--- src/rtl/llsc_pkg.sv ---
package llsc_pkg;

    typedef enum logic [1:0] {
        K_NOP = 2'b00,
        K_LL  = 2'b01,
        K_SC  = 2'b10,
        K_ST  = 2'b11
    } req_kind_e;

endpackage

--- src/rtl/llsc_slot.sv ---
// One reservation slot: valid bit plus line address, owned by one context.
module llsc_slot #(
    parameter int AW = 32
) (
    input  logic          clk,
    input  logic          rst_n,
    input  logic          set_i,
    input  logic          clear_i,
    input  logic [AW-1:0] line_i,
    output logic          valid_o,
    output logic          hit_o
);

    typedef struct packed {
        logic          valid;
        logic [AW-1:0] line;
    } slot_t;

    slot_t s_d, s_q;

    always_comb begin
        s_d = s_q;
        if (set_i) begin
            s_d.valid = 1'b1;
            s_d.line  = line_i;
        end else if (clear_i) begin
            s_d.valid = 1'b0;
        end
    end

    always_ff @(posedge clk) begin
        if (!rst_n) begin
            s_q <= '0;
        end else begin
            s_q <= s_d;
        end
    end

    assign valid_o = s_q.valid;
    assign hit_o   = s_q.valid && (s_q.line == line_i);

    // a slot is never set and cleared in the same cycle
    a_r7_set_clear_exclusive: assert property (@(posedge clk) disable iff (!rst_n)
        !(set_i && clear_i));

endmodule

--- src/rtl/llsc_verdict.sv ---
// Combinational decision: which slots to set, clear and notify, and the response bits.
module llsc_verdict
    import llsc_pkg::*;
#(
    parameter int N  = 4,
    parameter int CW = 2
) (
    input  logic          req_valid_i,
    input  req_kind_e     kind_i,
    input  logic [CW-1:0] ctx_i,
    input  logic          ctx_valid_i,
    input  logic [N-1:0]  hit_i,
    output logic [N-1:0]  set_o,
    output logic [N-1:0]  clear_o,
    output logic [N-1:0]  notify_o,
    output logic          store_ok_o,
    output logic          sc_ok_o
);

    logic [N-1:0] is_self;
    logic         own_hit;
    logic         commit;

    for (genvar i = 0; i < N; i++) begin : g_self
        assign is_self[i] = ctx_valid_i && (ctx_i == CW'(i));
    end

    assign own_hit = |(is_self & hit_i);

    always_comb begin
        store_ok_o = 1'b0;
        sc_ok_o    = 1'b0;
        set_o      = '0;
        if (req_valid_i) begin
            unique case (kind_i)
                K_LL: set_o = is_self;
                K_SC: begin
                    store_ok_o = own_hit;
                    sc_ok_o    = own_hit;
                end
                K_ST: store_ok_o = 1'b1;
                default: ;
            endcase
        end
    end

    assign commit   = store_ok_o;
    assign clear_o  = commit ? hit_i : '0;
    assign notify_o = clear_o & ~is_self;

endmodule

--- src/rtl/llsc_monitor.sv ---
module llsc_monitor
    import llsc_pkg::*;
#(
    parameter  int N          = 4,
    parameter  int AW         = 32,
    parameter  int LINE_BYTES = 64,
    localparam int CW         = (N > 1) ? $clog2(N) : 1
) (
    input  logic          clk,
    input  logic          rst_n,
    input  logic          req_valid_i,
    input  logic [1:0]    req_kind_i,
    input  logic [CW-1:0] req_ctx_i,
    input  logic          req_ctx_valid_i,
    input  logic [AW-1:0] req_addr_i,
    output logic          rsp_valid_o,
    output logic          rsp_store_ok_o,
    output logic          rsp_sc_ok_o,
    output logic [N-1:0]  clr_excl_o
);

    localparam int            OFS   = $clog2(LINE_BYTES);
    localparam logic [AW-1:0] LMASK = ~((AW'(1) << OFS) - AW'(1));

    typedef struct packed {
        logic         valid;
        logic         store_ok;
        logic         sc_ok;
        logic [N-1:0] clr;
    } rsp_t;

    rsp_t         r_d, r_q;
    req_kind_e    kind;
    logic [AW-1:0] line;
    logic [N-1:0] hit, set_v, clear_v, notify_v, slot_valid;
    logic         store_ok, sc_ok;

    assign kind = req_kind_e'(req_kind_i);
    assign line = req_addr_i & LMASK;

    for (genvar i = 0; i < N; i++) begin : g_slot
        llsc_slot #(.AW(AW)) slot_i (
            .clk     (clk),
            .rst_n   (rst_n),
            .set_i   (set_v[i]),
            .clear_i (clear_v[i]),
            .line_i  (line),
            .valid_o (slot_valid[i]),
            .hit_o   (hit[i])
        );
    end

    llsc_verdict #(.N(N), .CW(CW)) verdict_i (
        .req_valid_i (req_valid_i),
        .kind_i      (kind),
        .ctx_i       (req_ctx_i),
        .ctx_valid_i (req_ctx_valid_i),
        .hit_i       (hit),
        .set_o       (set_v),
        .clear_o     (clear_v),
        .notify_o    (notify_v),
        .store_ok_o  (store_ok),
        .sc_ok_o     (sc_ok)
    );

    always_comb begin
        r_d          = '0;
        r_d.valid    = req_valid_i;
        r_d.store_ok = store_ok;
        r_d.sc_ok    = sc_ok;
        r_d.clr      = notify_v;
    end

    always_ff @(posedge clk) begin
        if (!rst_n) begin
            r_q <= '0;
        end else begin
            r_q <= r_d;
        end
    end

    assign rsp_valid_o    = r_q.valid;
    assign rsp_store_ok_o = r_q.store_ok;
    assign rsp_sc_ok_o    = r_q.sc_ok;
    assign clr_excl_o     = r_q.clr;

    // an SC success always comes with permission to store
    a_r2_sc_implies_store: assert property (@(posedge clk) disable iff (!rst_n)
        rsp_sc_ok_o |-> rsp_store_ok_o);

    // a plain store is always allowed and never reports SC success
    a_r6_plain_store_ok: assert property (@(posedge clk) disable iff (!rst_n)
        (req_valid_i && req_kind_i == 2'b11) |=> (rsp_store_ok_o && !rsp_sc_ok_o));

    // a failed SC leaves the reservation set unchanged
    a_r5_failed_sc_keeps: assert property (@(posedge clk) disable iff (!rst_n)
        (req_valid_i && req_kind_i == 2'b10) |=> (rsp_store_ok_o || $stable(slot_valid)));

    // pulses only go to owners that held a reservation and lost it
    a_r8_notify_owner: assert property (@(posedge clk) disable iff (!rst_n)
        ((clr_excl_o & ~$past(slot_valid)) == '0) && ((clr_excl_o & slot_valid) == '0));

    // one response per strobe, pulses only with a response
    a_r9_rsp_follows: assert property (@(posedge clk) disable iff (!rst_n)
        req_valid_i |=> rsp_valid_o);
    a_r9_pulse_with_rsp: assert property (@(posedge clk) disable iff (!rst_n)
        (|clr_excl_o) |-> rsp_valid_o);

    // no-op and load-linked responses carry no permission
    a_r12_nop_silent: assert property (@(posedge clk) disable iff (!rst_n)
        (req_valid_i && !req_kind_i[1]) |=> (!rsp_store_ok_o && clr_excl_o == '0));

endmodule

--- config.mk ---
export PLATFORM = sky130hd
export DESIGN_NAME = llsc_monitor
export DESIGN_NICKNAME = d
export VERILOG_FILES = /design/src/rtl/llsc_pkg.sv /design/src/rtl/llsc_slot.sv /design/src/rtl/llsc_verdict.sv /design/src/rtl/llsc_monitor.sv
export SDC_FILE = /design/constraint.sdc
export NUM_CORES = 1
export LEC_CHECK = 0
export BUFFER_PORTS_ARGS = -buffer_cell sky130_fd_sc_hd__buf_2
export CORE_UTILIZATION = 65
export CTS_BUF_LIST = sky130_fd_sc_hd__clkbuf_16
export CTS_CLUSTER_DIAMETER = 30
export DETAILED_ROUTE_END_ITERATION = 6
export GPL_TIMING_DRIVEN = 0
export PLACE_DENSITY = 0.85
export REMOVE_ABC_BUFFERS = 1
export SYNTH_ARGS = -nofsm -noshare
export SYNTH_HDL_FRONTEND = slang
export SYNTH_HIERARCHICAL = 1
export SYNTH_SLANG_ARGS = --single-unit
--- constraint.sdc ---
create_clock -name clk -period 3.7 [get_ports clk]
set_clock_uncertainty 0.2 [all_clocks]
set_input_delay 0.74 -clock clk [delete_from_list [all_inputs] [get_ports clk]]
set_output_delay 0.74 -clock clk [all_outputs]
set_load 0.01 [all_outputs]
# Word-level counts from Yosys, hierarchy flattened
# Cells that the tools add are included.
[op_classes] n_bitwise=3 reduce_logical=15 eq_ne=10 muxes=13
[ops] op="26-bit equality test" n=4
[ops] op="4-bit 2-to-1 mux" n=3
[ops] op="1-bit 2-to-1 mux" n=9
[ops] op="4-bit bitwise AND" n=2
[ops] op="2-bit equality test, second input constant" n=4
[ops] op="1-bit logical AND" n=8
[ops] op="2-bit nonzero test" n=4
[ops] op="2-bit by 1-bit equality test with 1-bit output, second input constant" n=2
[ops] op="4-bit inverter" n=1
[ops] op="4-bit OR reduction" n=1
[ops] op="3-bit AND reduction" n=1
[ops] op="2-bit logical NOT" n=1
[ops] op="1-bit case mux with 2 select lines" n=1
[totals] ff_bits=115 word_cells=53 in_bits=40

# Longest topological paths before layout
# Gate-level depths: netlist of the first run.
[logic_depth] ltp_word=9 depth_mapped=9

# By module
# The synthesis of the first run kept the hierarchy.
[by_module_without_submodules] module="llsc_slot" seq_area_each_um2=660.6 area_each_um2=1589.0 n_inst=4 cells_each=150
[by_module_without_submodules] module="llsc_monitor" seq_area_each_um2=140.1 area_each_um2=187.7 n_inst=1 cells_each=15
[by_module_without_submodules] module="llsc_verdict" seq_area_each_um2=0.0 area_each_um2=186.4 n_inst=1 cells_each=29

# Worst setup path after synthesis of the first run
# Ideal clock, no wire load.
[synth_path] path_type="input to register" startpoint="input port req_addr_i[13]" endpoint="register g_slot[0].slot_i.s_q, in the netlist g_slot[0].slot_i/valid_o" cell_stages=9 path_buffers=0 arrival_ns=2.046 path_slack_ns=1.340 required_ns=3.385 path_cell_list="xor2_1 > nor4_1 > nand4_1 > nor3_2 > mux2_2 > a221oi_4 > nor2_1 > nor2b_1 > o21a_1"
[synth_via] elab_chain_cells=8 word_cells_on_any_way=14 classes_between="eq/ne (4); mux (3); bitwise (1); reduce/logical (6)"
[synth_rtl] item="start: declaration" line="llsc_monitor.sv:15" rtl="input logic [AW-1:0] req_addr_i,"
[synth_rtl] item="26-bit equality test" line="llsc_slot.sv:40" rtl="assign hit_o = s_q.valid && (s_q.line == line_i);"
[synth_rtl] item="1-bit logical AND" line="llsc_slot.sv:40"
[synth_rtl] item="net hit[2]" line="llsc_monitor.sv:35" rtl="logic [N-1:0] hit, set_v, clear_v, notify_v, slot_valid;"
[synth_rtl] item="4-bit bitwise AND" line="llsc_verdict.sv:28" rtl="assign own_hit = |(is_self & hit_i);"
[synth_rtl] item="4-bit OR reduction" line="llsc_verdict.sv:28"
[synth_rtl] item="1-bit case mux with 2 select lines" line="llsc_verdict.sv:35" rtl="unique case (kind_i)"
[synth_rtl] item="1-bit 2-to-1 mux" line="llsc_verdict.sv:34" rtl="if (req_valid_i) begin"
[synth_rtl] item="4-bit 2-to-1 mux" line="llsc_verdict.sv:48" rtl="assign clear_o = commit ? hit_i : '0;"
[synth_rtl] item="net clear_v[0]" line="llsc_monitor.sv:35"
[synth_rtl] item="2-bit nonzero test (no line)"
[synth_rtl] item="end signal: assignment" line="llsc_slot.sv:33" rtl="s_q <= '0;"
[synth_rtl] item="end signal: assignment" line="llsc_slot.sv:35" rtl="s_q <= s_d;"
[synth_rtl] item="end: declaration" line="llsc_slot.sv:19" rtl="slot_t s_d, s_q;"
# The timed path passes the listed nets, and every way through them passes these cells.
# A chain may end at the register's enable or synchronous reset.

# Worst setup path in the final report of the first run
[layout_path] startpoint="input port req_addr_i[26]" endpoint="register g_slot[1].slot_i.s_q, in the netlist g_slot[1].slot_i/valid_o"
[layout_via] elab_chain_cells=8 word_cells_on_any_way=14 classes_between="eq/ne (4); mux (3); bitwise (1); reduce/logical (6)"
[layout_rtl] item="26-bit equality test" line="llsc_slot.sv:40"
[layout_rtl] item="1-bit logical AND" line="llsc_slot.sv:40"
[layout_rtl] item="net hit[0]" line="llsc_monitor.sv:35"
[layout_rtl] item="4-bit bitwise AND" line="llsc_verdict.sv:28"
[layout_rtl] item="4-bit OR reduction" line="llsc_verdict.sv:28"
[layout_rtl] item="1-bit case mux with 2 select lines" line="llsc_verdict.sv:35"
[layout_rtl] item="1-bit 2-to-1 mux" line="llsc_verdict.sv:34"
[layout_rtl] item="4-bit 2-to-1 mux" line="llsc_verdict.sv:48"
[layout_rtl] item="net clear_v[1]" line="llsc_monitor.sv:35"
[layout_rtl] item="2-bit nonzero test (no line)"
[layout_rtl] item="end signal: assignment" line="llsc_slot.sv:33"
[layout_rtl] item="end signal: assignment" line="llsc_slot.sv:35"
[layout_rtl] item="end: declaration" line="llsc_slot.sv:19"
# The timed path passes the listed nets, and every way through them passes these cells.

==> metrics.json, run 1 <==
{
  "final_period_utilization_pct": 72.1,
  "cts_post_setup_buffers_inserted": 0,
  "critPathMaxFanout": 9,
  "synthAdderAreaFrac_pct": 0,
  "total_global_route_track_usage_pct": 25.5,
  "post_route_cells_drive_above_1_share_pct": 12.8,
  "average_cell_area_after_synthesis_um2": 10.5,
  "buffer_ports.inserted": 40,
  "grt_first_pass_wirelength_mm": 22.0,
  "layout-area-overhead-vs-synth_pct": 17.7,
  "number_of_antenna_violations_at_the_first_check_in_global_routing": 0,
  "r2r_end": "g_slot[1].slot_i/valid_o",
  "timing.hold.worst.start": "g_slot[0].slot_i/s_q[16]",
  "cellLeakagePower_nw": 3.07,
  "dp_hpwl_mm": 8.72,
  "cts-hold-fix-buffers": 0,
  "synth_compound_area_share_pct": 1.39,
  "yosys_warnings": 6,
  "setup.worst_path.end_class": "flop",
  "global_route_total_overflow": 0,
  "timing.critical_path.from_type": "primary input",
  "worst-slew-pin-transition_ns": 0.908,
  "drv.max_cap_violation_count": 0,
  "route.antenna.remaining_nets": 0,
  "drc_errors": 0,
  "initial_utilization_pct": 67.9,
  "row_count": 36,
  "critical_path_at_ns": 2.77,
  "grt_setup_unrepaired": "false",
  "status": "finished, final reports clean",
  "clock_sink_count": 139,
  "worst-setup-path-type": "primary input to flop",
  "whs_path_depth": 2,
  "post_drt_via_cell_ratio": 5.20,
  "holdCritPathClass": "flop to flop",
  "fin_util_pct": 79.9,
  "worst-endpoint-required_ns": 3.80,
  "cts.reportedPaths.clkPinSlew_ns": 0.06,
  "die_width_um": 104,
  "synth_xor_xnor_area_share_pct": 16.7,
  "netlist.area_leader.share_pct": 41.3,
  "first_pass_drt_iterations": 4,
  "clk_root_buffer_cell": "clkbuf_16",
  "clock_path_buffers": 2,
  "drt_wl_total_mm": 12.9,
  "synth_top_family_by_area": "multiplexers",
  "floorplan.io_pins": 47,
  "floorplan_die_area_um2": 10800,
  "clock_tree_from_tritoncts": "yes",
  "fmax_mhz": 375,
  "cts.htree.levels": 4,
  "finish.net_count": 777,
  "timing.reg2reg.setup_slack_ns": 1.22,
  "grt_pass1_vias": 4675,
  "gp_congestion": 0.810,
  "count_of_instances_resized_after_the_clock_tree_is_built": 0,
  "netlist.top_cell.by_area": "dfxtp_1",
  "postSynthCellCount": 644,
  "timing.hold.worst_endpoint": "g_slot[0].slot_i/s_q[16]",
  "postSynthRegisterBits": 139,
  "numCtsBuffers": 17,
  "critical_path.reg2reg.startpoint": "g_slot[0].slot_i/s_q[26]",
  "final_setup_violation_count": 0,
  "worst_ir_drop_vdd_uv": 342,
  "final_hold_violating_endpoints": 0,
  "period_needed_ns": 2.67,
  "routed-via-count": 4577,
  "powerDensity_nw_per_um2": 437,
  "final-max-slew-violation-count": 0,
  "floorplan.die.height_um": 104,
  "fraction_of_synthesized_area_in_multiplexers_pct": 19.4,
  "grt_max_degree": 80,
  "worst-r2r-cell-count": 9,
  "ys_seq_area_share_pct": 41.3,
  "hold_slack_ns": 0.331,
  "clock_latency_of_the_later_clocked_register_in_the_worst_skew_pair_ns": 0.41,
  "post_synth_num_cell_types": 24,
  "wl_per_cell_um": 14.6,
  "first_iter_violations": 159,
  "synth.cell_area_um2": 6730,
  "synthSimpleGateAreaFrac_pct": 18.7,
  "core_area_um2": 9910,
  "slew_headroom_pct": 39.2,
  "post_synth_main_area_contributors": "dfxtp_1, mux2i_1, xor2_1, nor2b_1, nor4_1",
  "insertedDiodeCount": 0
}
==> cell usage after synthesis (all sizes together) <==
master / n
nor4: 28
clkbuf: 13
nor3: 13
nand4: 4
nand2: 1
inv: 2
a22oi: 1
nor2b: 133
nand3: 12
mux2i: 128
mux2: 2
nor2: 5
dfxtp: 139
and2: 8
o21a: 4
xnor2: 4
a211oi: 4
nand4b: 1
buf: 16
xor2: 124
a221oi: 1
conb: 1
==> per-stage QoR <==
stage               instance area (µm²)  total power [W]  setup TNS, ns  std cells  worst slack, ns
floorplan                          6750          0.00166        -156.38        662            -1.19
global placement                   7110          0.00175        -339.27        835            -2.65
global route                       7920          0.00358              0        881            0.755
CTS                                7920          0.00348              0        881            0.970
detailed placement                 7320          0.00176              0        851            0.575
finish                             7920          0.00346              0        881             1.03
==> worst max-delay path, stage by stage <==
cell	delay, ns
buf_2	0.16
xor2_1	0.15
nor4_1	0.44
nand4_1	0.29
nor3_2	0.30
mux2_2	0.23
a221oi_4	0.11
nor2_1	0.14
nor2b_1	0.06
o21a_1	0.15
==> cell type report <==
class                   count  area, µm²
inverters                   2       7.51
clock buffers              17        425
clock inverters            13        179
repair buffers             56        384
well taps                 133        166
flip-flops and latches    139       2780
fillers                   604       1990
multi-input cells         521       3980
==> worst max path at each step <==
stage,startpoint,endpoint,slack [ns],cells past startpoint
final,req_addr_i[26],g_slot[1].slot_i/valid_o,1.03,10
after detailed placement,req_addr_i[26],g_slot[1].slot_i/valid_o,0.57,10
after floorplan,req_kind_i[1],g_slot[0].slot_i/s_q[0],-1.19,4
after global placement,req_kind_i[1],g_slot[1].slot_i/s_q[19],-2.65,5
after CTS,req_addr_i[26],g_slot[1].slot_i/valid_o,0.97,10
after global routing,req_addr_i[26],g_slot[1].slot_i/valid_o,0.76,10
==> layout by cell type, fill, tap and decap left out <==
cell type / netlist / routed
conb_1: 1 / 48
buf_6: 0 / 13
nand2_1: 1 / 1
clkbuf_16: 0 / 17
mux2i_1: 128 / 128
o21a_1: 4 / 4
buf_2: 4 / 39
nor2b_1: 133 / 133
inv_1: 2 / 3
buf_4: 12 / 3
nor3_2: 4 / 8
nand4b_1: 1 / 1
nor3_1: 9 / 5
xor2_1: 124 / 124
a211oi_1: 4 / 4
nor4_1: 28 / 28
nor2_1: 5 / 5
buf_12: 0 / 1
dfxtp_1: 139 / 139
a221oi_4: 1 / 1
clkinvlp_4: 0 / 3
nand4_1: 4 / 4
clkinv_4: 0 / 2
bufinv_16: 0 / 4
mux2_2: 2 / 2
clkinv_2: 0 / 3
nand3_1: 12 / 12
xnor2_1: 4 / 4
a22oi_1: 1 / 1
and2_1: 8 / 8
==> flip-flops by register name (all words and copies together) (netlist names) <==
register               count
g_slot.slot_i/s_q        128
g_slot.slot_i/valid_o      4
rsp_valid_o                1
rsp_sc_ok_o                1
clr_excl_o                 4
rsp_store_ok_o             1
==> report_power, final <==
part	internal, W	switching, W	total [W]
sequential	0.00151	0.00000738	0.00152
combinational	0.0000911	0.000127	0.000218
clock	0.00111	0.000613	0.00173
total	0.00271	0.000748	0.00346
==> metal layers <==
layer  vias up  GRT usage [%]  share of wire (%)
met5         -              0                  0
met3        11           6.48                2.7
met2        56           44.2                 50
met4         0           7.24               0.97
met1      2208           31.4                 46
li1       2302              -                  -
==> logic make-up (layout without fill, tap and decap cells) <==
family,count (synthesis),in the layout
AO/OA/AOI/OAI,10,10
XOR/XNOR,128,128
buffers and inverters,31,88
flip-flops,139,139
multiplexers,130,130
other,1,48
AND/OR/NAND/NOR,205,205
No activity file was read; power rests on OpenSTA's default activity.
==> inputs of run 2 (changes only) <==
--- a/config.mk
+++ b/config.mk
@@ -6,12 +6,12 @@
 export NUM_CORES = 1
 export LEC_CHECK = 0
 export BUFFER_PORTS_ARGS = -buffer_cell sky130_fd_sc_hd__buf_2
-export CORE_UTILIZATION = 65
+export CORE_UTILIZATION = 61
 export CTS_BUF_LIST = sky130_fd_sc_hd__clkbuf_16
 export CTS_CLUSTER_DIAMETER = 30
 export DETAILED_ROUTE_END_ITERATION = 6
 export GPL_TIMING_DRIVEN = 0
-export PLACE_DENSITY = 0.85
+export PLACE_DENSITY = 0.8
 export REMOVE_ABC_BUFFERS = 1
 export SYNTH_ARGS = -nofsm -noshare
 export SYNTH_HDL_FRONTEND = slang
==> constraint.sdc (replaced) <==
create_clock -name clk -period 2.5 [get_ports clk]
set_clock_uncertainty 0.2 [all_clocks]
set_input_delay 0.5 -clock clk [delete_from_list [all_inputs] [get_ports clk]]
set_output_delay 0.5 -clock clk [all_outputs]
set_load 0.01 [all_outputs]
==> run 2 against run 1 <==
Effect of this change: wire length rose by 0.72%; largest cell class unchanged; final area hardly changed; core utilization shrank 4.6 points; highest routed layer unchanged; cell count is 0.45% higher; worst hold slack lost 0.13 ns; non-clock buffer count fell by 1; global-route usage shrank 0.68 points; total power grew 39%; sequential cell count did not move; worst setup slack lost 0.96 ns.
==> metrics.json, run 2 (same netlist as run 1, synthesis figures left out) <==
{
  "final_period_utilization_pct": 97.0,
  "routed-via-count": {"value": 4523, "change": "-1.2%"},
  "worst-slew-pin-transition": {"value": 1.03, "unit": "ns", "change": "+0.127 ns"},
  "worst_ir_drop_vdd": {"value": 554, "unit": "µV", "change": "+62%"},
  "cts.htree.levels": {"value": 4, "change": "unchanged"},
  "top_register": "g_slot.slot_i/s_q",
  "drv.max_cap_violation_count": {"value": 0, "change": "unchanged"},
  "holdCritPathClass": "primary input to flop",
  "final_hold_violating_endpoints": {"value": 0, "change": "unchanged"},
  "fin_util": {"value": 75.4, "unit": "%", "change": "-4.6 points"},
  "core_area": {"value": 10500, "unit": "µm²", "change": "+6.0%"},
  "numCtsBuffers": {"value": 17, "change": "unchanged"},
  "post_drt_via_cell_ratio": {"value": 5.11, "change": "-1.6%"},
  "clock_sink_count": {"value": 139, "change": "unchanged"},
  "clock_path_buffers": {"value": 2, "change": "unchanged"},
  "final-max-slew-violation-count": {"value": 0, "change": "unchanged"},
  "r2r_end": "clr_excl_o[1]",
  "post_route_cells_drive_above_1_share": {"value": 13.2, "unit": "%", "change": "+0.38 points"},
  "cts-hold-fix-buffers": {"value": 0, "change": "unchanged"},
  "setup.worst_path.end_class": "flop",
  "commonest_non_fill_non_tap_cell_in_the_layout": "dfxtp_1",
  "period_needed_ns": 2.43,
  "floorplan_die_area": {"value": 11500, "unit": "µm²", "change": "+6.4%"},
  "initial_utilization": {"value": 64.0, "unit": "%", "change": "-3.9 points"},
  "worst-r2r-cell-count": {"value": 8, "change": "-1"},
  "layout.cells.most_common_list": "dfxtp_1, nor2b_1, mux2i_1",
  "floorplan.die.height": {"value": 107, "unit": "µm", "change": "+3.2%"},
  "critPathMaxFanout": {"value": 9, "change": "unchanged"},
  "worst-endpoint-required": {"value": 2.67, "unit": "ns", "change": "-1.13 ns"},
  "whs_path_depth": {"value": 2, "change": "unchanged"},
  "grt_pass1_vias": {"value": 4584, "change": "-1.9%"},
  "floorplan.io_pins": {"value": 47, "change": "unchanged"},
  "critical_path.reg2reg.startpoint": "g_slot[3].slot_i/s_q[7]",
  "clock_latency_of_the_later_clocked_register_in_the_worst_skew_pair": {"value": 0.42, "unit": "ns", "change": "about the same"},
  "cellLeakagePower": {"value": 3.05, "unit": "nW", "change": "-0.75%"},
  "timing.hold.worst_endpoint": "rsp_valid_o",
  "status": "finished, final reports clean",
  "finish.net_count": {"value": 776, "change": "-0.13%"},
  "total_global_route_track_usage": {"value": 24.8, "unit": "%", "change": "-0.68 points"},
  "clk_root_buffer_cell": "clkbuf_16",
  "gp_congestion": {"value": 0.797, "change": "-1.6%"},
  "insertedDiodeCount": {"value": 0, "change": "unchanged"},
  "row_count": {"value": 37, "change": "+2.8%"},
  "fmax_mhz": 412,
  "final.fill_count": {"value": 740, "change": "+23%"},
  "drt_wl_total": {"value": 13.0, "unit": "mm", "change": "+0.72%"},
  "final_setup_tns": {"value": 0, "unit": "ns", "change": "unchanged"},
  "regArea": {"value": 2780, "unit": "µm²", "change": "unchanged"},
  "die_width": {"value": 107, "unit": "µm", "change": "+3.2%"},
  "dp_hpwl": {"value": 8.87, "unit": "mm", "change": "+1.8%"},
  "layout-area-overhead-vs-synth": {"value": 17.7, "unit": "%", "change": "about the same"},
  "cts.reportedPaths.clkPinSlew": {"value": 0.06, "unit": "ns", "change": "about the same"},
  "drc_errors": {"value": 0, "change": "unchanged"},
  "critical_path_at": {"value": 2.59, "unit": "ns", "change": "-0.18 ns"},
  "timing.critical_path.from_type": "flop",
  "buffer_ports.inserted": {"value": 40, "change": "unchanged"},
  "largest_register_ffs": {"value": 128, "change": "unchanged"},
  "route.antenna.remaining_nets": {"value": 0, "change": "unchanged"},
  "timing.hold.worst.start": "req_valid_i",
  "final_setup_violation_count": {"value": 0, "change": "unchanged"},
  "first_pass_drt_iterations": {"value": 4, "change": "unchanged"},
  "multiInputGateArea": {"value": 4040, "unit": "µm²", "change": "+1.5%"},
  "worst-setup-path-type": "flop to flop",
  "grt_first_pass_wirelength": {"value": 21.7, "unit": "mm", "change": "-1.5%"},
  "timing.reg2reg.setup_slack": {"value": 0.07, "unit": "ns", "change": "-1.15 ns"},
  "clock_tree_from_tritoncts": "yes",
  "power.total": {"value": 0.00480, "unit": "W", "change": "+39%"},
  "first_iter_violations": {"value": 225, "change": "+42%"},
  "grt_max_degree": {"value": 115, "change": "+44%"},
  "slew_headroom": {"value": 30.6, "unit": "%", "change": "-8.5 points"},
  "wl_per_cell": {"value": 14.7, "unit": "µm", "change": "+0.27%"},
  "global_route_total_overflow": {"value": 0, "change": "unchanged"},
  "number_of_antenna_violations_at_the_first_check_in_global_routing": {"value": 0, "change": "unchanged"},
  "powerDensity": {"value": 606, "unit": "nW/µm²", "change": "+39%"}
}
## run 2: cell count changes in the layout (fill, tap and decap cells not counted), sizes merged
cell / delta
buf: -1
inv: +1
bufinv: -3
clkinvlp: -2
clkinv: +6
## run 2: repair_timing
action / CTS / global route
buffers inserted: 0 / 0
resized for setup: 1 / 9
pin swaps: 0 / 5
hold endpoints to repair: 0 / 0
setup endpoints to repair: 9 / 8
## run 2: worst max-delay path by stage
stage / from / end / slack, ns / cells after the start
6_report: g_slot[3].slot_i/s_q[7] / clr_excl_o[1] / 0.07 / 8
5_1_grt: g_slot[0].slot_i/s_q[13] / g_slot[2].slot_i/valid_o / -0.02 / 9
4_1_cts: g_slot[1].slot_i/s_q[13] / g_slot[2].slot_i/valid_o / 0.003 / 9
3_5_place_dp: req_addr_i[13] / g_slot[2].slot_i/valid_o / -0.46 / 10
3_3_place_gp: req_kind_i[1] / g_slot[1].slot_i/s_q[7] / -3.84 / 5
2_1_floorplan: req_kind_i[1] / g_slot[0].slot_i/s_q[0] / -2.15 / 4
## run 2: metrics by stage
step	std cells	hold slack, ns	setup slack (ns)	area (µm²)
floorplan	662	0.304	-2.15	6750
global placement	838	0.317	-3.84	7120
detailed placement	853	0.324	-0.458	7340
CTS	885	0.177	0.00342	7860
global route	885	0.176	-0.0161	7920
finish	885	0.197	0.0742	7920
## run 2: layout make-up
class                      instances  area share (%)
clock buffer                      17            5.37
clock inverter                    15            1.15
tap                              136            2.15
sequential                       139            35.1
timing repair buffer              55            5.09
inverter                           2          0.0948
multi-input combinational        521            51.0
## run 2: critical path, stage by stage (launching register included)
cell and delay [ns]:
dfxtp_1 0.32, xor2_1 0.17, nor4_2 0.40, nand4_1 0.23, nor3_2 0.28, mux2_2 0.24, a221oi_4 0.11, a211oi_1 0.27
and2_1 0.16
## run 2: power by group
group / internal (W) / total [W] / switching, W / leakage, nW
combinational: 0.000139 / 0.000331 / 0.000193 / 1.66
sequential: 0.00223 / 0.00224 / 0.0000106 / 1.12
clock: 0.00132 / 0.00223 / 0.000904 / 0.261
## run 2: per-layer routing
layer  vias up  wire length (µm)  track usage [%]
met3        16               387             7.66
met5         -                 0                0
met2        62              6360             41.2
met4         0               167             8.51
met1      2143              6080             30.4
li1       2302                 -                -
